[config.mk]
export PLATFORM = sky130hd
export DESIGN_NAME = xroad_ctrl
export DESIGN_NICKNAME = d
export VERILOG_FILES = /design/src/rtl/xroad_pkg.sv /design/src/rtl/xroad_step.sv /design/src/rtl/xroad_lamps.sv /design/src/rtl/xroad_ctrl.sv
export SDC_FILE = /design/constraint.sdc
export NUM_CORES = 1
export LEC_CHECK = 0
export ABC_AREA = 1
export BUFFER_PORTS_ARGS = -buffer_cell sky130_fd_sc_hd__buf_2
export CORE_AREA = 4 4 41 43
export CTS_CLUSTER_DIAMETER = 80
export DETAILED_ROUTE_END_ITERATION = 10
export DIE_AREA = 0 0 45 47
export PLACE_DENSITY = 0.3
export SLEW_MARGIN = 0
export SYNTH_ARGS = -nofsm -noshare
export SYNTH_HDL_FRONTEND = slang
export SYNTH_SLANG_ARGS = --single-unit
[constraint.sdc]
create_clock -name clk -period 2.4 [get_ports clk]
set_clock_uncertainty 0.05 [all_clocks]
set_input_delay 0 -clock clk [delete_from_list [all_inputs] [get_ports clk]]
set_output_delay 0 -clock clk [all_outputs]
set_load 0.02 [all_outputs]
[src/rtl/xroad_pkg.sv]
package xroad_pkg;
  localparam int LAMP_W  = 2;
  localparam int N_ROADS = 2;

  typedef enum logic [1:0] {
    PH_NS_GO   = 2'd0,
    PH_NS_WARN = 2'd1,
    PH_EW_GO   = 2'd2,
    PH_EW_WARN = 2'd3
  } phase_e;

  localparam logic [LAMP_W-1:0] LAMP_RED   = 2'b00;
  localparam logic [LAMP_W-1:0] LAMP_AMBER = 2'b01;
  localparam logic [LAMP_W-1:0] LAMP_GREEN = 2'b10;

  // Road index 0 is north/south, index 1 is east/west.
  function automatic phase_e go_phase(input int road);
    return (road == 0) ? PH_NS_GO : PH_EW_GO;
  endfunction

  function automatic phase_e warn_phase(input int road);
    return (road == 0) ? PH_NS_WARN : PH_EW_WARN;
  endfunction
endpackage

[src/rtl/xroad_step.sv]
module xroad_step
  import xroad_pkg::*;
(
  input  phase_e cur_i,
  input  logic   ns_car_i,
  input  logic   ew_car_i,
  output phase_e nxt_o
);
  always_comb begin
    nxt_o = cur_i;
    case (cur_i)
      PH_NS_GO:   if (ew_car_i) nxt_o = PH_NS_WARN;
      PH_NS_WARN: nxt_o = PH_EW_GO;
      PH_EW_GO:   if (ns_car_i) nxt_o = PH_EW_WARN;
      PH_EW_WARN: nxt_o = PH_NS_GO;
      default:    nxt_o = PH_NS_GO;
    endcase
  end
endmodule

[src/rtl/xroad_lamps.sv]
module xroad_lamps
  import xroad_pkg::*;
(
  input  phase_e                           phase_i,
  output logic [N_ROADS-1:0][LAMP_W-1:0]   lamp_o
);
  for (genvar r = 0; r < N_ROADS; r++) begin : g_road
    localparam phase_e GO_PH   = go_phase(r);
    localparam phase_e WARN_PH = warn_phase(r);
    assign lamp_o[r] = (phase_i == GO_PH)   ? LAMP_GREEN :
                       (phase_i == WARN_PH) ? LAMP_AMBER : LAMP_RED;
  end
endmodule

[src/rtl/xroad_ctrl.sv]
module xroad_ctrl
  import xroad_pkg::*;
(
  input  logic       clk,
  input  logic       rst,
  input  logic       ns_car,
  input  logic       ew_car,
  output logic [1:0] ns_lamp,
  output logic [1:0] ew_lamp
);
  phase_e phase_q;
  phase_e phase_d;
  logic [N_ROADS-1:0][LAMP_W-1:0] lamps;

  xroad_step u_step (
    .cur_i    (phase_q),
    .ns_car_i (ns_car),
    .ew_car_i (ew_car),
    .nxt_o    (phase_d)
  );

  always_ff @(posedge clk) begin
    if (rst) phase_q <= PH_NS_GO;
    else     phase_q <= phase_d;
  end

  xroad_lamps u_lamps (
    .phase_i (phase_q),
    .lamp_o  (lamps)
  );

  assign ns_lamp = lamps[0];
  assign ew_lamp = lamps[1];


  reset_go_chk: assert property (@(posedge clk)
    rst |=> (ns_lamp == LAMP_GREEN && ew_lamp == LAMP_RED));


  ns_hold_chk: assert property (@(posedge clk) disable iff (rst)
    (ns_lamp == LAMP_GREEN && !ew_car) |=> (ns_lamp == LAMP_GREEN));


  ns_warn_chk: assert property (@(posedge clk) disable iff (rst)
    (ns_lamp == LAMP_GREEN && ew_car) |=> (ns_lamp == LAMP_AMBER && ew_lamp == LAMP_RED));


  ns_amber_once_chk: assert property (@(posedge clk) disable iff (rst)
    (ns_lamp == LAMP_AMBER) |=> (ns_lamp == LAMP_RED && ew_lamp == LAMP_GREEN));


  ew_hold_chk: assert property (@(posedge clk) disable iff (rst)
    (ew_lamp == LAMP_GREEN && !ns_car) |=> (ew_lamp == LAMP_GREEN));


  ew_warn_chk: assert property (@(posedge clk) disable iff (rst)
    (ew_lamp == LAMP_GREEN && ns_car) |=> (ew_lamp == LAMP_AMBER && ns_lamp == LAMP_RED));


  ew_amber_once_chk: assert property (@(posedge clk) disable iff (rst)
    (ew_lamp == LAMP_AMBER) |=> (ns_lamp == LAMP_GREEN && ew_lamp == LAMP_RED));


  no_dual_green_chk: assert property (@(posedge clk) disable iff (rst)
    !(ns_lamp == LAMP_GREEN && ew_lamp == LAMP_GREEN));


  ns_no_skip_amber_chk: assert property (@(posedge clk) disable iff (rst)
    (ns_lamp == LAMP_GREEN) |=> (ns_lamp != LAMP_RED));


  ew_no_skip_amber_chk: assert property (@(posedge clk) disable iff (rst)
    (ew_lamp == LAMP_GREEN) |=> (ew_lamp != LAMP_RED));


  legal_code_chk: assert property (@(posedge clk) disable iff (rst)
    (ns_lamp != 2'b11 && ew_lamp != 2'b11));
endmodule

# Yosys cells after proc, flatten, opt, wreduce, memory -nomap -nowiden
# Index checks and enable logic that the tools add are counted.
# op_classes
eq_ne	5
muxes	7
n_reduce_logical	2
# ops
op	count
two-way mux 2 bit	4
case mux 2 bit (4 select lines)	1
equality test 2 bit, second input constant	2
!= test 2 bit, second input constant	2
equality test 2 x 1 -> 1 bit, second input constant	1
logical NOT 2 bit	1
two-way mux 1 bit	2
AND reduction 2 bit	1
# totals
reg_bits	2
out_inout_bits	4
inputBits	4
elab_cells	15

# Depth between registers and ports, before layout
# Gate-level depths: netlist of the first run.
# logic_depth
word_depth	3
ltp_mapped	6
depth_no_buf	6

# Hierarchy
# A second synthesis of the first run with hierarchy kept.
# hier_totals
hier_cells	24
hier_area_um2	141.4
# by_module_without_submodules
module	cells_each	n_inst	area_each_um2	seq_area_each_um2
xroad_step	11	1	60.1	0.0
xroad_ctrl	6	1	55.1	40.0
xroad_lamps	7	1	26.3	0.0

# Least setup slack after synthesis of the first run
# No wires, ideal clock.
# synth_path
path_type	register -> register
startpoint	reg phase_q[0]
endpoint	reg phase_q[1]
stages_incl_launch_ff	6
arrival_ps	984
required_time_ps	2235
period_less_slack_ps	1149
setup_ps	115
slack_ps	1251
n_path_buf	0
path_cell_list	dfxtp_1 > inv_1 > ha_1 > nand2_2 > a21oi_1 > nor2_1
# synth_via
elab_chain_len	3
word_cells_on_any_way	8
classes_between	5 x eq/ne; 1 x mux; 2 x reduce/logical
# synth_lines
item	line_no	source
from (decl)	xroad_ctrl.sv:11	phase_e phase_q;
from (signal assigned)	xroad_ctrl.sv:24	else phase_q <= phase_d;
equality test 2 bit or logical NOT 2 bit (tied branches)	xroad_step.sv:11	case (cur_i)
!= test 2 bit (no source line)	n/a	
AND reduction 2 bit (no source line)	n/a	
# Parallel ways exist; a longest one is shown, timed or not.
# A chain may end at the register's enable or synchronous reset.

# Worst setup path after layout of the first run
# layout_path
startpoint	reg phase_q[1]
endpoint	out ns_lamp[1]
# layout_via
elab_chain_len	2
# layout_lines
item	line_no	source
logical NOT 2 bit	xroad_lamps.sv:10	assign lamp_o[r] = (phase_i == GO_PH) ? LAMP_GREEN :
two-way mux 2 bit	xroad_lamps.sv:10	
to (decl)	xroad_ctrl.sv:8	output logic [1:0] ns_lamp,
# Every way passes these cells.

==> summary by stage, run 1 <==
Status
The flow ran to the end, and the final reports show no timing, DRC or antenna violations.

Route
The average via count per standard cell is 3.32. For this run, the detailed router's first-pass iteration total came to 1. For this block, the via count after detailed routing is 156.

For this block, the routed nets add up to 358 um of wire. Wire segments on met2 add up to 207 um in the final route. After detailed routing, the average wire length per cell comes to 7.62 um.

For this run, design rule violations remaining after detail routing come to 0. The met3 wirelength from detailed routing is 15 um. For this block, wires on met1 add up to 135 um. In this run, the number of DRC markers left after iteration 0 of detailed routing was 0. The detail route stage leaves a number of antenna-violating nets equal to 0.

After detailed routing, no signal wire sits above met3.

Pwr
Cell internal power was estimated by the tool at 166 uW. For this design the total switching power over the nets is 137 uW. VDD sags by at most 0.000237 V. The sequential share of power is 20.2%.

Of the total power, the share spent switching nets is 45.2%. The clock network fraction of total power is 24.4%. The overall power is 303 uW. For this design the ratio of total power to cell area is 1220 nW/um^2. The combinational fraction of design power is 55.4%.

Summed over all cells, the static leakage comes to 0.147 nW.

Logic synthesis
Yosys attributes the largest share of cell area to ha_1 (31%), dfxtp_1 (25%), inv_1 (14%). The total standard cell area after synthesis is 161 sq um. The post-synthesis cell type with the largest combined area is ha_1. The number of nets in the synthesized netlist is 29. Sequential elements use 24.8% of the synthesized area. Of the post-synthesis cell area, the dominant cell type holds 31.0%. The synthesized area per cell is 7.69 sq um.

Synthesis instantiated 9 different standard cells from the library. The count of mapped cells out of synthesis is 21. The flop and latch count out of synthesis is 2. Yosys printed 0 warnings.

Global route
The overall global routing resource usage is 4.81%. The first global-routing pass estimated 690 um of wire. The via count of the first global-routing pass is 161. The initial antenna violation count came to 0. The maximum number of pins on one net before global-route repair is 5. The total grt overflow is 0.

Hold path
The worst min-delay path class is in -> reg.

Floorplanning
The area of the die is 2120 sq um. For this configuration, the core starts out at a cell density of 12.4%. The die is 45 um wide.

After floorplanning, the core was divided into 13 placement rows. The I/O pin count is 8. The core area is 1300 sq um. The die is 47 um tall.

Clock network
Clock tree synthesis inserted a total of 3 buffers. At the later pin of the worst-skew pair, clock insertion delay measures 220 ps. After clock tree synthesis, the setup repair step added 0 buffers. The cell at the root of the clock tree is clkbuf_4. The post-cts resize count is 0.

After clock tree synthesis, the clock-pin slew on the worst setup and hold paths is 30 ps. The CTS tree is built. The clock passes through at most 2 buffers. The H-tree depth is 1. The clock net sink count is 2.

STA
Setup violations remaining at the end of the flow were counted as 0. The max-slew violation count is 0. Timing would allow up to 896 MHz. The worst pin sits at a relative slew slack of 90.3%. Setup total negative slack on the finished layout was measured at 0 ps. Dividing the final minimum period by the clock period gives 46.5%. The hold violation total from the final report was 0. For the pin with the worst max-slew slack, the measured transition is 144 ps.

Setup repair after global routing left no endpoint under its margin. For the finished layout, the period the worst path requires is 1120 ps.

Worst setup path
For the worst setup path, the data arrival time is 1070 ps. The required arrival time at the worst endpoint is 2350 ps. The kind of capture point of the worst setup path is an output pin. The category of the worst setup path launch point is a flip-flop.

Of all nets on the critical path, the largest fanout is 4. The worst setup path is of the reg -> out kind.

Cells and area
The combined area of the multi-input logic cells is 98.8 sq um. The final antenna diode count is 0. For this run, the post-layout net count is 42.

The layout cell share with drive strength beyond 1 is 40.6%. The number of filler cells placed in the layout is 162. Summing all flip-flop and latch instances after layout gives 40.0 sq um. The register with the most flip-flops in the layout has 2 of them.

The largest registers in the layout are phase_q x2. Relative to the synthesized area, the layout overhead comes to 53.5%. The register with the most flip-flops is phase_q.

Placement
The weighted congestion reported at the end of routability-driven placement is 0.760. Detailed placement finished with a half-perimeter wire length of 287 um. During placement, the flow inserted port buffers numbering 7.

Flow run
The tool flagged a number of max-cap violations equal to 0.
==> area by class of cell <==
class / count / share of cell area, %
multi-input combinational: 13 / 39.9
timing repair buffer: 8 / 18.2
sequential: 2 / 16.2
clock buffer: 3 / 9.09
inverter: 6 / 9.09
tap: 15 / 7.58
==> cells in the mapped netlist <==
cell type  n
inv_1      6
dfxtp_1    2
ha_1       4
nand2_2    2
nor2_1     1
nand3_2    1
nand2_1    2
a21oi_1    2
o21ai_0    1
==> worst paths after layout <==
path,start,endpoint,slack (ps),depth (start not counted)
max,phase_q[1],ns_lamp[1],1280,3
min,ew_car,phase_q[1],90,6
max reg2reg,phase_q[1],phase_q[1],1300,6
min reg2reg,phase_q[0],phase_q[0],490,2
==> power groups by stage <==
| stage | Combinational [mW] | Sequential (mW) | Clock, mW |
|---|---|---|---|
| after global placement | 0.171 | 0.0624 | 0 |
| final | 0.168 | 0.0613 | 0.0738 |
| after CTS | 0.172 | 0.0618 | 0.0796 |
| after global routing | 0.191 | 0.0652 | 0.0861 |
| after detailed placement | 0.170 | 0.0622 | 0 |
| after floorplan | 0.134 | 0.0591 | 0 |
==> stage by stage <==
stage          hold slack [ps]  utilization (%)  std cells  worst slack, ps  cell area [sq um]
3_3_place_gp               204             16.5         43             1290                215
5_1_grt                    129             19.0         47             1180                248
6_report                  94.3             19.0         47             1280                248
3_5_place_dp               203             16.5         43             1290                215
4_1_cts                   93.3             19.0         47             1260                248
2_1_floorplan              102                -         21             1250                161
==> critical path: stages (launching register included) <==
cell     delay, ps
dfxtp_1        370
inv_1           80
ha_1           220
buf_2          170
==> logic make-up after synthesis <==
logic type	synth area share, %
and+or+nand+nor	20.9
buffers and inverters	14.0
AOI/OAI and AO/OA	9.30
adders and majority gates	31.0
DFF	24.8
==> cells in the final DEF (no fill, tap or decap) <==
master and instances:
buf_2 7, inv_1 6, ha_1 4, clkbuf_4 3, nand2_2 2, nand2_1 2
a21oi_1 2, dfxtp_1 2, o21ai_0 1, nand3_2 1, nor2_1 1, dlygate4sd3_1 1
==> metal layers <==
| layer | vias to the layer above | track usage, % |
|---|---|---|
| li1 | 85 | - |
| met1 | 69 | 4.29 |
| met2 | 2 | 7.63 |
| met3 | 0 | 3.45 |
| met4 | 0 | 3.51 |
| met5 | - | 0 |
==> timing repair <==
item | CTS | global route
endpoints found under the setup margin | 0 | 0
hold buffers | 1 | 0
endpoints found under the hold margin | 2 | 0
Note: power is estimated with default switching activity, not from simulation.
==> inputs of run 2 (changes only) <==
- clock period: 2.4 -> 0.97 ns (I/O delays scaled with it)
==> run 2 against run 1 <==
Net effect: the run now ends with negative setup slack left; wire length is 24% higher; highest routed layer unchanged; combinational power rose to 5.0 times the previous value; critical path type unchanged; flip-flop and latch count stayed put; global-route usage grew 0.32 points; sequential share of layout area fell by 4.4 points; non-clock buffer count grew 5; core utilization rose by 10 points.
==> summary by stage, run 2 (same netlist as run 1, synthesis figures left out) <==
Route
The overall via count from detail_route is 191 (+22%). The residual antenna-violating net count after detailed routing came to 0 (unchanged). The post-detailed-route DRC marker count is 0 (unchanged). The count of TritonRoute iterations in the first routing pass is 2 (+1).

The total wire length after detailed routing is 443 um (+24%). The average via count per standard cell was 3.60 (+8.6%). The final routed wire length divided by cell count came to 8.36 um (+9.7%). The number of DRC violations after detailed-routing iteration 0 is 1 (+1).

Pwr
The power density over the cells is 3180 nW/um^2 (+160%). The overall power is 1.22 mW (+300%). The maximum ir drop on the vdd rail is 0.000826 V (+250%). The cell leakage power came to 0.188 nW (+28%).

Clock network
The cell at the root of the clock tree is clkbuf_4. The latest clock arrival within the worst-skew pair was 230 ps (about the same). The clock net sink count is 2 (unchanged). The register clock-pin slew on the reported worst setup and hold paths was 30 ps (about the same). The worst-case clock buffer depth is 2 (unchanged). TritonCTS built the clock tree. The number of CTS-inserted buffers is 3 (unchanged). The H-tree depth is 1 (unchanged).

Worst setup path
The critical-path maximum fanout came to 2 (-2). The data arrival time of the critical path came to 990 ps (-80 ps). The required arrival time at the worst endpoint came to 920 ps (-1430 ps). The critical path in this run is classified as reg -> out. The worst setup path is captured at an output pin. The category of the worst setup path launch point is a flip-flop.

Global route
The via count of the first global-routing pass was 187 (+16%). The total grt overflow is 0 (unchanged). The maximum number of pins on one net before global-route repair is 4 (-1).

The wire length of the first global-routing pass is 738 um (+7.0%). The initial antenna violation count is 0 (unchanged). The overall global routing resource usage came to 5.13% (+0.32 points).

Cells and area
The number of filler cells placed in the layout was 152 (-6.2%). The area overhead of the layout relative to synthesis is 138%. The top cell types in the final layout, fill and taps aside, are buf_6 (6), inv_1 (4). The largest registers in the layout are phase_q x2. The post-layout utilization of the core came to 29.5% (+10 points).

The count of placed standard cells in the final layout, fillers left out came to 53 (+13%). Counting flops per register, the top entry is phase_q. The layout cell share with drive strength beyond 1 was 73.7% (+33 points). Leaving out fill and tap cells, the most frequent cell in the layout is buf_6. The number of flip-flops in the largest register is 2 (unchanged). The final antenna diode count is 0 (unchanged). The layout net count was 47 (+12%).

Floorplanning
The chip width is 45 um (unchanged). The area of the die is 2120 sq um (unchanged). The core area came to 1300 sq um (unchanged). The die height is 47 um (unchanged). The standard-cell row count came to 13 (unchanged).

The I/O pin count is 8 (unchanged). The effective utilization at floorplan is 12.4% (unchanged).

STA
The worst-case headroom to the max-slew limit was 90.1% (-0.18 points). The worst slack on hold paths is 65.3 ps (-29.0 ps). The max-slew violation count came to 0 (unchanged). After layout, the minimum clock period comes to 1040 ps.

The hold violation total from the final report came to 0 (unchanged). The slew at the pin with the worst max-slew slack is 147 ps (+3.28 ps). The worst path setup slack after routing was -68.8 ps (-1350 ps). The final number of setup-violating endpoints was 5 (+5). The part of the cycle the worst path needs is 107%. The final total negative setup slack is -278 ps (-278 ps). Setup repair after global routing could not meet its margin everywhere. For this run, the top clock speed supported by timing is 963 MHz.

Status
The run finished, with violations left. The final reports fail on negative setup slack.

Hold path
The path class of the tightest hold or removal check is in -> reg.

Placement
The number of cells in the design after placement was 45 (+4.7%). The placed wire-length estimate after detailed placement is 318 um (+11%). The count of buffers inserted at the top-level ports is 7 (unchanged).

The weighted congestion reported at the end of routability-driven placement is 0.680 (-11%).

Flow run
The total of max-cap violations came to 0 (unchanged).
run 2: cell types whose count changed in the layout (fill, tap and decap cells not counted), sizes merged:
cell	delta
buf	+5
clkbuf	+1
run 2: power by group:
group          switching (mW)  internal, mW  total, mW
Sequential             0.0379         0.133      0.171
Clock                  0.0518         0.153      0.205
Combinational           0.402         0.445      0.846
Total                   0.491         0.731       1.22
run 2: routing by layer:
| metal | GRT usage [%] | up-vias | wire length, um |
|---|---|---|---|
| li1 | - | 99 | - |
| met1 | 5.20 | 84 | 180 |
| met2 | 8.47 | 8 | 240 |
| met3 | 2.30 | 0 | 23 |
| met4 | 3.51 | 0 | 0 |
| met5 | 0 | - | 0 |
run 2: through the flow:
stage / area [sq um] / worst slack, ps
after floorplan: 194 / -10.5
after global placement: 263 / -48.4
after detailed placement: 263 / -51.1
after CTS: 360 / -79.4
after global routing: 384 / -101
final: 384 / -68.8
run 2: final timing paths:
| check | cells after the start | to | startpoint | slack, ps |
|---|---|---|---|---|
| worst max register to register | 6 | phase_q[1] | phase_q[1] | -40 |
| worst min register to register | 3 | phase_q[0] | phase_q[0] | 550 |
| worst min-delay path | 5 | phase_q[1] | ns_car | 70 |
| worst max-delay path | 4 | ns_lamp[0] | phase_q[1] | -70 |
run 2: area by class of cell:
cell class | instances | area (sq um) | share of cell area [%]
clock buffers | 4 | 26.3 | 6.84
inverters | 6 | 27.5 | 7.17
multi-input cells | 13 | 151 | 39.4
flip-flops and latches | 2 | 45.0 | 11.7
well taps | 15 | 18.8 | 4.89
repair buffers | 13 | 115 | 30.0
run 2: worst max-delay path: stages, from the launching register on:
cell and delay (ps):
dfxtp_4 350, inv_4 40, buf_6 110, ha_4 140
buf_6 120
run 2: timing repair:
action	4_1_cts	5_1_grt
hold buffers	1	0
endpoints found under the setup margin	6	6
endpoints found under the hold margin	1	0
buffers inserted	1	2
pin swaps	1	3
gates resized for setup	16	2
